===== config.mk =====
export PLATFORM = sky130hd
export DESIGN_NAME = scrub_ctrl
export DESIGN_NICKNAME = d
export VERILOG_FILES = /design/src/rtl/scrub_pkg.sv /design/src/rtl/scrub_frame_buf.sv /design/src/rtl/scrub_syn_decode.sv /design/src/rtl/scrub_frame_walk.sv /design/src/rtl/scrub_ctrl.sv
export SDC_FILE = /design/constraint.sdc
export NUM_CORES = 1
export LEC_CHECK = 0
export BUFFER_PORTS_ARGS = -buffer_cell sky130_fd_sc_hd__buf_2
export CAP_MARGIN = 25
export CORE_MARGIN = 2
export CORE_UTILIZATION = 50
export DETAILED_ROUTE_END_ITERATION = 10
export PLACE_DENSITY = 0.85
export SKIP_LAST_GASP = 1
export SYNTH_ARGS = -nofsm -noshare
export SYNTH_HDL_FRONTEND = slang
export SYNTH_SLANG_ARGS = --single-unit

===== constraint.sdc =====
create_clock -name clk -period 2.2 [get_ports clk]
set_input_delay 0.44 -clock clk [delete_from_list [all_inputs] [get_ports clk]]
set_output_delay 0.44 -clock clk [all_outputs]
set_load 0.01 [all_outputs]

===== src/rtl/scrub_pkg.sv =====
package scrub_pkg;

  typedef enum logic [3:0] {
    ST_IDLE,
    ST_MRD_REQ,
    ST_MRD_RSP,
    ST_SYN_WAIT,
    ST_DECIDE,
    ST_GRD_REQ,
    ST_GRD_RSP,
    ST_MWR_REQ,
    ST_NEXT
  } scrub_state_e;

  typedef enum logic [1:0] {
    ACT_KEEP,
    ACT_FLIP,
    ACT_RESTORE
  } scrub_act_e;

endpackage


===== src/rtl/scrub_frame_buf.sv =====
module scrub_frame_buf #(
  parameter int WORDS = 3,
  parameter int DW    = 32,
  localparam int WI_W  = (WORDS > 1) ? $clog2(WORDS) : 1,
  localparam int BIT_W = (DW > 1) ? $clog2(DW) : 1
) (
  input  logic             clk,
  input  logic             rst_n,
  input  logic             wr_en,
  input  logic [WI_W-1:0]  wr_idx,
  input  logic [DW-1:0]    wr_data,
  input  logic             flip_en,
  input  logic [WI_W-1:0]  flip_idx,
  input  logic [BIT_W-1:0] flip_bit,
  input  logic [WI_W-1:0]  rd_idx,
  output logic [DW-1:0]    rd_data
);

  logic [DW-1:0] slot_q [WORDS];

  for (genvar g = 0; g < WORDS; g++) begin : g_slot
    always_ff @(posedge clk or negedge rst_n) begin
      if (!rst_n) begin
        slot_q[g] <= '0;
      end else if (wr_en && wr_idx == WI_W'(g)) begin
        slot_q[g] <= wr_data;
      end else if (flip_en && flip_idx == WI_W'(g)) begin
        slot_q[g] <= slot_q[g] ^ (DW'(1) << flip_bit);
      end
    end
  end

  always_comb begin
    rd_data = '0;
    for (int i = 0; i < WORDS; i++) begin
      if (rd_idx == WI_W'(i)) rd_data = slot_q[i];
    end
  end

endmodule


===== src/rtl/scrub_syn_decode.sv =====
module scrub_syn_decode
  import scrub_pkg::*;
#(
  parameter int WORDS = 3,
  parameter int DW    = 32,
  localparam int WI_W  = (WORDS > 1) ? $clog2(WORDS) : 1,
  localparam int BIT_W = (DW > 1) ? $clog2(DW) : 1,
  localparam int IDX_W = $clog2(WORDS * DW),
  localparam int SYN_W = IDX_W + 1
) (
  input  logic [SYN_W-1:0] syn,
  output scrub_act_e       act,
  output logic [WI_W-1:0]  word,
  output logic [BIT_W-1:0] bitpos
);

  localparam int BITS = WORDS * DW;

  logic [IDX_W-1:0] idx;
  logic             single_flag;
  logic             in_range;

  assign idx         = syn[IDX_W-1:0];
  assign single_flag = syn[SYN_W-1];
  assign in_range    = (32'(idx) < BITS);
  assign word        = WI_W'(idx >> BIT_W);
  assign bitpos      = BIT_W'(idx);

  always_comb begin
    if (idx == '0)                     act = ACT_KEEP;
    else if (single_flag && in_range)  act = ACT_FLIP;
    else                               act = ACT_RESTORE;
  end

endmodule


===== src/rtl/scrub_frame_walk.sv =====
module scrub_frame_walk #(
  parameter int FRAMES = 8,
  localparam int FA_W = (FRAMES > 1) ? $clog2(FRAMES) : 1
) (
  input  logic            clk,
  input  logic            rst_n,
  input  logic            restart,
  input  logic            advance,
  output logic [FA_W-1:0] frame,
  output logic            at_last
);

  localparam logic [FA_W-1:0] LAST = FA_W'(FRAMES - 1);

  assign at_last = (frame == LAST);

  always_ff @(posedge clk or negedge rst_n) begin
    if (!rst_n)        frame <= '0;
    else if (restart)  frame <= '0;
    else if (advance)  frame <= at_last ? '0 : frame + 1'b1;
  end

endmodule


===== src/rtl/scrub_ctrl.sv =====
module scrub_ctrl
  import scrub_pkg::*;
#(
  parameter int FRAMES = 8,
  parameter int WORDS  = 3,
  parameter int DW     = 32,
  parameter int CNT_W  = 16,
  localparam int FA_W  = (FRAMES > 1) ? $clog2(FRAMES) : 1,
  localparam int WI_W  = (WORDS > 1) ? $clog2(WORDS) : 1,
  localparam int BIT_W = (DW > 1) ? $clog2(DW) : 1,
  localparam int IDX_W = $clog2(WORDS * DW),
  localparam int SYN_W = IDX_W + 1
) (
  input  logic             clk,
  input  logic             rst_n,
  input  logic             start,
  input  logic             one_shot,
  output logic             busy,
  output logic             fault,
  output logic [CNT_W-1:0] cnt_single,
  output logic [CNT_W-1:0] cnt_restore,
  output logic             mem_req_valid,
  input  logic             mem_req_ready,
  output logic             mem_req_we,
  output logic [FA_W-1:0]  mem_req_frame,
  output logic [WI_W-1:0]  mem_req_word,
  output logic [DW-1:0]    mem_req_wdata,
  input  logic             mem_rsp_valid,
  input  logic [DW-1:0]    mem_rsp_data,
  output logic             gold_req_valid,
  input  logic             gold_req_ready,
  output logic [FA_W-1:0]  gold_req_frame,
  output logic [WI_W-1:0]  gold_req_word,
  input  logic             gold_rsp_valid,
  input  logic [DW-1:0]    gold_rsp_data,
  input  logic             syn_valid,
  input  logic [SYN_W-1:0] syn_value
);

  localparam logic [WI_W-1:0] LAST_WORD = WI_W'(WORDS - 1);

  scrub_state_e     state_q, state_d;
  logic [WI_W-1:0]  word_q, word_d;
  logic             verify_q, verify_d;
  logic [SYN_W-1:0] syn_q;
  logic             fault_q, fault_d;
  logic [CNT_W-1:0] single_q, restore_q;
  logic             inc_single, inc_restore;

  logic [FA_W-1:0]  frame;
  logic             at_last;
  logic             walk_restart, walk_advance;

  logic             buf_wr_en;
  logic [DW-1:0]    buf_wr_data;
  logic             buf_flip_en;
  logic [DW-1:0]    buf_rd_data;

  scrub_act_e       act;
  logic [WI_W-1:0]  flip_word;
  logic [BIT_W-1:0] flip_bit;

  scrub_frame_walk #(.FRAMES(FRAMES)) u_walk (
    .clk     (clk),
    .rst_n   (rst_n),
    .restart (walk_restart),
    .advance (walk_advance),
    .frame   (frame),
    .at_last (at_last)
  );

  scrub_syn_decode #(.WORDS(WORDS), .DW(DW)) u_dec (
    .syn    (syn_q),
    .act    (act),
    .word   (flip_word),
    .bitpos (flip_bit)
  );

  scrub_frame_buf #(.WORDS(WORDS), .DW(DW)) u_buf (
    .clk      (clk),
    .rst_n    (rst_n),
    .wr_en    (buf_wr_en),
    .wr_idx   (word_q),
    .wr_data  (buf_wr_data),
    .flip_en  (buf_flip_en),
    .flip_idx (flip_word),
    .flip_bit (flip_bit),
    .rd_idx   (word_q),
    .rd_data  (buf_rd_data)
  );

  // buffer fill from whichever source is answering
  assign buf_wr_en   = (state_q == ST_MRD_RSP && mem_rsp_valid) ||
                       (state_q == ST_GRD_RSP && gold_rsp_valid);
  assign buf_wr_data = (state_q == ST_GRD_RSP) ? gold_rsp_data : mem_rsp_data;

  // request channels are pure functions of state
  assign mem_req_valid  = (state_q == ST_MRD_REQ) || (state_q == ST_MWR_REQ);
  assign mem_req_we     = (state_q == ST_MWR_REQ);
  assign mem_req_frame  = frame;
  assign mem_req_word   = word_q;
  assign mem_req_wdata  = buf_rd_data;
  assign gold_req_valid = (state_q == ST_GRD_REQ);
  assign gold_req_frame = frame;
  assign gold_req_word  = word_q;

  assign busy        = (state_q != ST_IDLE);
  assign fault       = fault_q;
  assign cnt_single  = single_q;
  assign cnt_restore = restore_q;

  always_comb begin
    state_d      = state_q;
    word_d       = word_q;
    verify_d     = verify_q;
    fault_d      = fault_q;
    inc_single   = 1'b0;
    inc_restore  = 1'b0;
    buf_flip_en  = 1'b0;
    walk_restart = 1'b0;
    walk_advance = 1'b0;

    unique case (state_q)
      ST_IDLE: begin
        if (start) begin
          walk_restart = 1'b1;
          word_d       = '0;
          verify_d     = 1'b0;
          state_d      = ST_MRD_REQ;
        end
      end
      ST_MRD_REQ: begin
        if (mem_req_ready) state_d = ST_MRD_RSP;
      end
      ST_MRD_RSP: begin
        if (mem_rsp_valid) begin
          if (word_q == LAST_WORD) begin
            word_d  = '0;
            state_d = ST_SYN_WAIT;
          end else begin
            word_d  = word_q + 1'b1;
            state_d = ST_MRD_REQ;
          end
        end
      end
      ST_SYN_WAIT: begin
        if (syn_valid) state_d = ST_DECIDE;
      end
      ST_DECIDE: begin
        if (verify_q) begin
          if (syn_q != '0) fault_d = 1'b1;
          verify_d = 1'b0;
          state_d  = ST_NEXT;
        end else begin
          unique case (act)
            ACT_FLIP: begin
              buf_flip_en = 1'b1;
              inc_single  = 1'b1;
              word_d      = '0;
              state_d     = ST_MWR_REQ;
            end
            ACT_RESTORE: begin
              inc_restore = 1'b1;
              word_d      = '0;
              state_d     = ST_GRD_REQ;
            end
            default: state_d = ST_NEXT;
          endcase
        end
      end
      ST_GRD_REQ: begin
        if (gold_req_ready) state_d = ST_GRD_RSP;
      end
      ST_GRD_RSP: begin
        if (gold_rsp_valid) begin
          if (word_q == LAST_WORD) begin
            word_d  = '0;
            state_d = ST_MWR_REQ;
          end else begin
            word_d  = word_q + 1'b1;
            state_d = ST_GRD_REQ;
          end
        end
      end
      ST_MWR_REQ: begin
        if (mem_req_ready) begin
          if (word_q == LAST_WORD) begin
            word_d   = '0;
            verify_d = 1'b1;
            state_d  = ST_MRD_REQ;
          end else begin
            word_d = word_q + 1'b1;
          end
        end
      end
      ST_NEXT: begin
        word_d = '0;
        if (at_last && one_shot) begin
          state_d = ST_IDLE;
        end else begin
          walk_advance = 1'b1;
          state_d      = ST_MRD_REQ;
        end
      end
      default: state_d = ST_IDLE;
    endcase
  end

  always_ff @(posedge clk or negedge rst_n) begin
    if (!rst_n) begin
      state_q   <= ST_IDLE;
      word_q    <= '0;
      verify_q  <= 1'b0;
      syn_q     <= '0;
      fault_q   <= 1'b0;
      single_q  <= '0;
      restore_q <= '0;
    end else begin
      state_q  <= state_d;
      word_q   <= word_d;
      verify_q <= verify_d;
      fault_q  <= fault_d;
      if (state_q == ST_SYN_WAIT && syn_valid) syn_q <= syn_value;
      if (inc_single)  single_q  <= single_q + 1'b1;
      if (inc_restore) restore_q <= restore_q + 1'b1;
    end
  end

endmodule


==> results of run 1 <==
## sequential cells by signal, summed over array words and instances, names as in the netlist
name and cells:
gold_req_word 2, cnt_restore 16, cnt_single 16, u_walk.frame 3, state_q 4, syn_q 8, u_buf.slot_q 96, verify_q 1
fault 1
## worst max-delay path, cell delays in order (launching register included)
cell and delay [ns]:
sky130_fd_sc_hd__dfrtp_2 0.43, sky130_fd_sc_hd__buf_6 0.15, sky130_fd_sc_hd__nor4b_4 0.36, sky130_fd_sc_hd__buf_4 0.20, sky130_fd_sc_hd__and4b_4 0.34, sky130_fd_sc_hd__clkbuf_16 0.18
sky130_fd_sc_hd__nand2_1 0.06, sky130_fd_sc_hd__xor2_1 0.15, sky130_fd_sc_hd__a21oi_1 0.22
## through the flow
step / utilization / setup slack (ns) / cell area, sq um
floorplan: - / 0.189 / 8590
global route: 0.637 / -0.0354 / 10600
detailed placement: 0.588 / 0.0207 / 9820
global placement: 0.588 / 0.101 / 9820
finish: 0.637 / 0.0117 / 10600
CTS: 0.627 / 0.00953 / 10500
## timing repair
| item | 4_1_cts | 5_1_grt |
|---|---|---|
| endpoints found under the setup margin | 5 | 21 |
| hold buffers | 1 | 0 |
| hold endpoints to repair | 47 | 0 |
| resized for setup | 4 | 14 |
| cloned | 0 | 3 |
| buffers inserted | 5 | 4 |
| pin swaps | 0 | 7 |
## kinds of logic (layout without fill, tap and decap cells)
kind of cell	Yosys count	in the layout	synth area share
AOI/OAI and AO/OA	152	152	0.0945
xor gates and xnor gates	127	127	0.129
adders and majority gates	4	4	0.00583
buffers and inverters	68	248	0.0371
DFF	147	147	0.428
muxes	79	79	0.0983
and+or+nand+nor	386	387	0.207
## final timing paths
check	endpoint	slack [ns]
setup / recovery	u_buf.slot_q[60]	0.01
min in group asynchronous	cnt_restore[2]	0.54
hold / removal	syn_q[6]	0.23
max in group asynchronous	u_buf.slot_q[3]	1.03
setup reg to reg	u_buf.slot_q[60]	0.01
hold reg to reg	fault	0.48
## power breakdown
group / leakage [nW] / switching, W / total, W / internal, W
Clock: 0.296 / 0.00116 / 0.00298 / 0.00182
Sequential: 1.65 / 0.000830 / 0.00449 / 0.00366
Combinational: 2.44 / 0.00319 / 0.00576 / 0.00258
## cell usage in the layout (no fill, tap or decap), types with 7 or more instances in the layout
cell type and count:
sky130_fd_sc_hd__nor3_1 16, sky130_fd_sc_hd__nand3_1 17, sky130_fd_sc_hd__mux2i_1 36, sky130_fd_sc_hd__buf_2 157
sky130_fd_sc_hd__o21ai_0 35, sky130_fd_sc_hd__xnor2_1 59, sky130_fd_sc_hd__mux2_2 42, sky130_fd_sc_hd__nand4_1 11
sky130_fd_sc_hd__inv_1 7, sky130_fd_sc_hd__nor2b_1 7, sky130_fd_sc_hd__a21oi_1 99, sky130_fd_sc_hd__xor2_1 67
sky130_fd_sc_hd__nand2_1 115, sky130_fd_sc_hd__nor2_1 166, sky130_fd_sc_hd__buf_12 11, sky130_fd_sc_hd__dfrtp_1 143
sky130_fd_sc_hd__nand2b_1 7, sky130_fd_sc_hd__buf_4 34, sky130_fd_sc_hd__clkbuf_16 19
## per-layer routing
layer  part of all wire  GRT usage  routed length, um  vias to the layer above
li1                   -          -                  -                     3583
met1               0.41      0.329               9670                     3654
met2               0.49      0.431              11600                      346
met3              0.066     0.0469               1570                       67
met4              0.035      0.123                841                        0
met5                  0          0                  0                        -
## cell type report
class | instances | share of cell area
multi-input cells | 749 | 0.440
flip-flops and latches | 147 | 0.347
repair buffers | 209 | 0.129
clock buffers | 21 | 0.0424
well taps | 220 | 0.0259
clock inverters | 11 | 0.0144
inverters | 7 | 0.00247
==> flow_summary_export.csv, run 1 <==
group,metric,value,unit
run_status,status,"completed",
layout,sequential_cell_area,3680,sq um
sta,setup_violations,0,
layout,post_layout_instance_count_excluding_filler_cells,1364,
synth,asyncSetResetFlopFracSynth,1.00,
critical_path,cp.arrival,2.52,ns
sta,maxSlewHeadroom,0.660,
sta,clock_skew,0.00855,ns
route,routedWlPerCell,17.4,um
clock_network,clock_tree.buffer_depth,2,
critical_path,rr_worst_depth,8,
synth,netlist_instances,963,
synth,synth_area_leaders,"sky130_fd_sc_hd__dfrtp_1 43%, sky130_fd_sc_hd__nor2_1 7.3%, sky130_fd_sc_hd__xor2_1 6.9%",
grt,grt_pass1_vias,7557,
sta,final.period_utilization,0.995,
grt,wire_length_of_the_first_global_routing_pass,37000,um
synth,yosys.cell_count.top_type,"sky130_fd_sc_hd__nor2_1",
sta,worst_slew_pin_tran,0.509,ns
route,final_antenna_net_count,0,
pwr,power-per-cell-area,1250,nW/um^2
synth,synth_sequential_area_ratio,0.428,
critical_path,worst_ep_required,2.53,ns
job,drv.max_cap_violation_count,0,
clock_network,cts.sink_count,147,
min_path,worst_hold_path.num_cells,2,
synth,syn_nets,1048,
place,placedCellCount,1319,
die,area_of_the_die,18200,sq um
synth,synth_largest_type_area_fraction,0.428,
grt,gr-usage-all-layers,0.259,
place,port_buffers,159,
die,dieHeight,135,um
grt,antenna_found_initial,0,
synth,ys_top_cells_by_count,"168 x sky130_fd_sc_hd__nor2_1, 147 x sky130_fd_sc_hd__dfrtp_1, 118 x sky130_fd_sc_hd__nand2_1, 100 x sky130_fd_sc_hd__a21oi_1, 68 x sky130_fd_sc_hd__xor2_1",
synth,synthDistinctLibCells,53,
layout,antenna_diode_count,0,
critical_path,worst_setup_path_end_kind,"flip-flop",
grt,maximum_number_of_pins_on_one_net_before_global_route_repair,65,
critical_path,worst_setup_path_start_kind,"flip-flop",
synth,synth_edf_count,0,
route,initialDrtViolationCount,543,
clock_network,cts.clk_slew.worst_paths,0.06,ns
layout,fillers,1348,
die,initial_core_utilization,0.514,
die,num_io_pins,160,
clock_network,cts_tree,"yes",
synth,yosysWarnings,0,
sta,slew_violations,0,
sta,fin_crit,2.19,ns
clock_network,clock_latency,0.43,ns
route,drcViolationCount,0,
die,chipWidth,135,um
place,globalplace.congestion,0.854,
layout,fin_nets,1216,
pwr,vdd.ir_drop.worst,0.732,mV
pwr,total_power,0.0132,W
sta,fin_tns_setup,0,ns
sta,whs,0.235,ns
layout,post_route_cells_drive_above_1_share,0.269,
route,route.vias.total,7650,
layout,multiInputGateArea,4680,sq um
die,core.rowCount,47,
route,drt-total-wl,23700,um
place,detailedPlacementHpwl,15200,um
clock_network,clock-root-buffer,"sky130_fd_sc_hd__clkbuf_16",
synth,syn_area_per_cell,8.92,sq um
synth,synth_area,8590,sq um
clock_network,cts-buffers-inserted,17,
die,core_area,16700,sq um
pwr,p_leak,4.38,nW
synth,synth_flop_cell,"sky130_fd_sc_hd__dfrtp_1",
sta,finalHoldViolations,0,
critical_path,maximum_fanout_along_the_worst_path,7,
route,dr.pass1.iters,8,
sta,timing.fmax,457,MHz
grt,globalRoute.totalOverflow,0,
synth,library_cell_with_the_largest_summed_area_after_synthesis,"sky130_fd_sc_hd__dfrtp_1",
synth,flops_latches_synth,147,
route,avgViaCountPerCell,5.61,
layout,layout_overhead_on_the_synthesized_area,23.7,%
min_path,worst_hold_startpoint,"syn_value[6]",
min_path,worstHoldPathType,"in -> reg",
clock_network,h-tree-depth,4,
critical_path,critPathKind,"reg -> reg",
critical_path,r2r_start,"state_q[1]",
critical_path,critical_path.startpoint,"state_q[1]",
sta,grt_setup_unrepaired,"true",
Power figures use the tool's default switching activity.
==> inputs of run 2 (changes only) <==
--- a/config.mk
+++ b/config.mk
@@ -14,4 +14,5 @@
 export SKIP_LAST_GASP = 1
 export SYNTH_ARGS = -nofsm -noshare
 export SYNTH_HDL_FRONTEND = slang
+export SYNTH_HIERARCHICAL = 1
 export SYNTH_SLANG_ARGS = --single-unit
==> flow_summary_export.csv, run 2 <==
group,metric,value,unit
run_status,status,"finished with violations",
run_status,failed_checks,"setup timing",
synth,ys_top_cells_by_count,"147 x sky130_fd_sc_hd__dfrtp_1, 102 x sky130_fd_sc_hd__o21ai_0, 82 x sky130_fd_sc_hd__nand2_1, 82 x sky130_fd_sc_hd__nor2_1, 65 x sky130_fd_sc_hd__or3_1",
clock_network,cts-buffers-inserted,17,
place,detailedPlacementHpwl,16000,um
sta,maxSlewHeadroom,0.666,
route,route.vias.total,8756,
layout,post_layout_instance_count_excluding_filler_cells,1374,
synth,flops_latches_synth,147,
layout,layout.core_utilization,0.647,
pwr,power_switching_share,0.416,
min_path,timing.hold.worst_endpoint,"syn_q[4]",
job,drv.max_cap_violation_count,0,
sta,clock_skew,0.00571,ns
synth,synth_sequential_area_ratio,0.417,
min_path,worst_hold_path.num_cells,2,
sta,setup_violations,111,
grt,antenna_found_initial,2,
critical_path,worst-r2r-setup-slack,-0.50,ns
clock_network,cts.clk_slew.worst_paths,0.06,ns
layout,layout_overhead_on_the_synthesized_area,26.8,%
place,port_buffers,159,
synth,asyncSetResetFlopFracSynth,1.00,
critical_path,critPathKind,"reg -> reg",
critical_path,worst_ep_required,2.53,ns
pwr,seqPwrFrac,0.325,
synth,yosysWarnings,6,
synth,yosys.cell_count.top_type,"sky130_fd_sc_hd__dfrtp_1",
synth,synth_area_leaders,"sky130_fd_sc_hd__dfrtp_1 42%, sky130_fd_sc_hd__o21ai_0 5.8%, sky130_fd_sc_hd__mux2_2 5.4%",
grt,grt_pass1_vias,8095,
route,final_antenna_net_count,0,
critical_path,worst_setup_path_end_kind,"flip-flop",
sta,finalHoldViolations,0,
grt,wire_length_of_the_first_global_routing_pass,40600,um
layout,max_flop_register,"u_buf/slot_q",
clock_network,cts.sink_count,147,
place,place_ws,-0.469,ns
critical_path,rr_endpoint,"u_buf/slot_q[66]",
pwr,power.switching,0.00590,W
synth,netlist_instances,964,
critical_path,rr_worst_depth,9,
place,globalplace.congestion,0.889,
layout,fillers,1328,
die,num_io_pins,160,
synth,synth_flop_cell,"sky130_fd_sc_hd__dfrtp_1",
synth,syn_area_per_cell,9.16,sq um
sta,timing.fmax,370,MHz
sta,whs,0.250,ns
die,chipWidth,137,um
pwr,pwr-share-clk,0.200,
pwr,vdd.ir_drop.worst,0.825,mV
layout,fin_nets,1221,
min_path,worst_hold_startpoint,"syn_value[4]",
sta,slew_violations,0,
layout,largest_register_ffs,96,
synth,library_cell_with_the_largest_summed_area_after_synthesis,"sky130_fd_sc_hd__dfrtp_1",
sta,final.period_utilization,1.23,
route,initialDrtViolationCount,1091,
route,drt-total-wl,27700,um
layout,post_route_cells_drive_above_1_share,0.325,
place,placedCellCount,1308,
route,drcViolationCount,0,
critical_path,worst_setup_path_start_kind,"flip-flop",
die,dieHeight,137,um
clock_network,clock-root-buffer,"sky130_fd_sc_hd__clkbuf_16",
route,avgViaCountPerCell,6.37,
sta,fin_crit,2.70,ns
grt,globalRoute.totalOverflow,0,
die,core_area,17300,sq um
min_path,worstHoldPathType,"in -> reg",
clock_network,clock_latency,0.43,ns
sta,layout_setup_ws,-0.499,ns
synth,synthDistinctLibCells,59,
die,initial_core_utilization,0.510,
layout,final_common_cell,"sky130_fd_sc_hd__buf_2",
sta,grt_setup_unrepaired,"true",
critical_path,r2r_start,"syn_q[6]",
synth,synth_largest_type_area_fraction,0.417,
grt,maximum_number_of_pins_on_one_net_before_global_route_repair,49,
clock_network,clock_tree.buffer_depth,2,
pwr,p_leak,4.60,nW
sta,worst_slew_pin_tran,0.498,ns
pwr,internal,0.00827,W
pwr,power-per-cell-area,1270,nW/um^2
synth,synth_edf_count,0,
clock_network,cts_tree,"yes",
synth,synth_area,8830,sq um
die,area_of_the_die,18700,sq um
synth,syn_nets,1051,
clock_network,h-tree-depth,4,
die,core.rowCount,48,
critical_path,maximum_fanout_along_the_worst_path,8,
critical_path,cp.arrival,3.03,ns
route,dr.pass1.iters,5,
route,routedWlPerCell,20.1,um
grt,gr-usage-all-layers,0.276,
pwr,combinational_cell_fraction_of_total_power,0.475,
layout,layout.cells.most_common_list,"160 x sky130_fd_sc_hd__buf_2, 145 x sky130_fd_sc_hd__dfrtp_1, 87 x sky130_fd_sc_hd__o21ai_0",
==> run 2: layout make-up <==
type / count / area, sq um / area share
clock buffer: 19 / 443 / 0.0396
tap: 225 / 282 / 0.0252
sequential: 147 / 3680 / 0.329
timing repair buffer: 242 / 1650 / 0.148
multi-input combinational: 721 / 4980 / 0.445
inverter: 5 / 18.8 / 0.00168
clock inverter: 13 / 126 / 0.0113
antenna: 2 / 5.00 / 0.000447
==> run 2: layer usage <==
layer	GRT usage	vias to the layer above	share of wire	routed length (um)
li1	-	3891	-	-
met5	0	-	0	0
met3	0.0681	119	0.11	3060
met4	0.114	0	0.041	1150
met2	0.450	604	0.47	13000
met1	0.353	4142	0.38	10400
==> run 2: worst max-delay path by stage <==
stage / startpoint / to / slack [ns] / depth (start not counted)
after floorplan: syn_q[3] / u_buf/slot_q[92] / -0.53 / 12
after global placement: syn_q[3] / u_buf/slot_q[76] / -0.32 / 9
after detailed placement: syn_q[3] / u_buf/slot_q[74] / -0.47 / 9
after CTS: syn_q[3] / u_buf/slot_q[64] / -0.40 / 9
after global routing: syn_q[6] / u_buf/slot_q[70] / -0.59 / 9
final: syn_q[6] / u_buf/slot_q[66] / -0.50 / 9
==> run 2: critical path, cell delays in order, from the launching register on <==
cell	delay (ns)
sky130_fd_sc_hd__dfrtp_1	0.42
sky130_fd_sc_hd__a21bo_2	0.25
sky130_fd_sc_hd__a21boi_2	0.16
sky130_fd_sc_hd__inv_1	0.07
sky130_fd_sc_hd__ha_1	0.14
sky130_fd_sc_hd__and4bb_2	0.24
sky130_fd_sc_hd__and2_4	0.18
sky130_fd_sc_hd__or4b_4	0.54
sky130_fd_sc_hd__or3_1	0.34
sky130_fd_sc_hd__a31oi_1	0.25
==> run 2: metrics by stage <==
stage | setup TNS (ns) | instance area (sq um) | power, W
final | -33.22 | 11200 | 0.0142
after global routing | -45.31 | 11200 | 0.0149
after CTS | -25.63 | 10800 | 0.0135
after detailed placement | -26.48 | 9940 | 0.0105
after global placement | -16.69 | 9940 | 0.0102
after floorplan | -19.04 | 8870 | 0.00840
==> run 2: power by group through the flow <==
stage               combinational (W)  clock [W]  sequential (W)
floorplan                     0.00404          0         0.00435
global placement              0.00573          0         0.00446
detailed placement            0.00592          0         0.00453
CTS                           0.00616    0.00284         0.00450
global route                  0.00726    0.00297         0.00470
finish                        0.00673    0.00284         0.00460
==> run 2: what timing repair did <==
item / CTS / global route
gates cloned: 4 / 6
endpoints found under the hold margin: 45 / 0
buffers inserted: 16 / 12
gates resized for setup: 45 / 45
setup endpoints to repair: 132 / 124
hold buffers: 1 / 0
pin swaps: 26 / 45
==> run 2: cells by family after synthesis <==
kind of cell,after synthesis,synth area share
adder cells (fa/ha/maj),6,0.00851
buffers and inverters,97,0.0542
multiplexers,78,0.0950
XOR/XNOR,31,0.0308
AND/OR/NAND/NOR,389,0.250
flip-flops,147,0.417
AO/OA/AOI/OAI,216,0.145
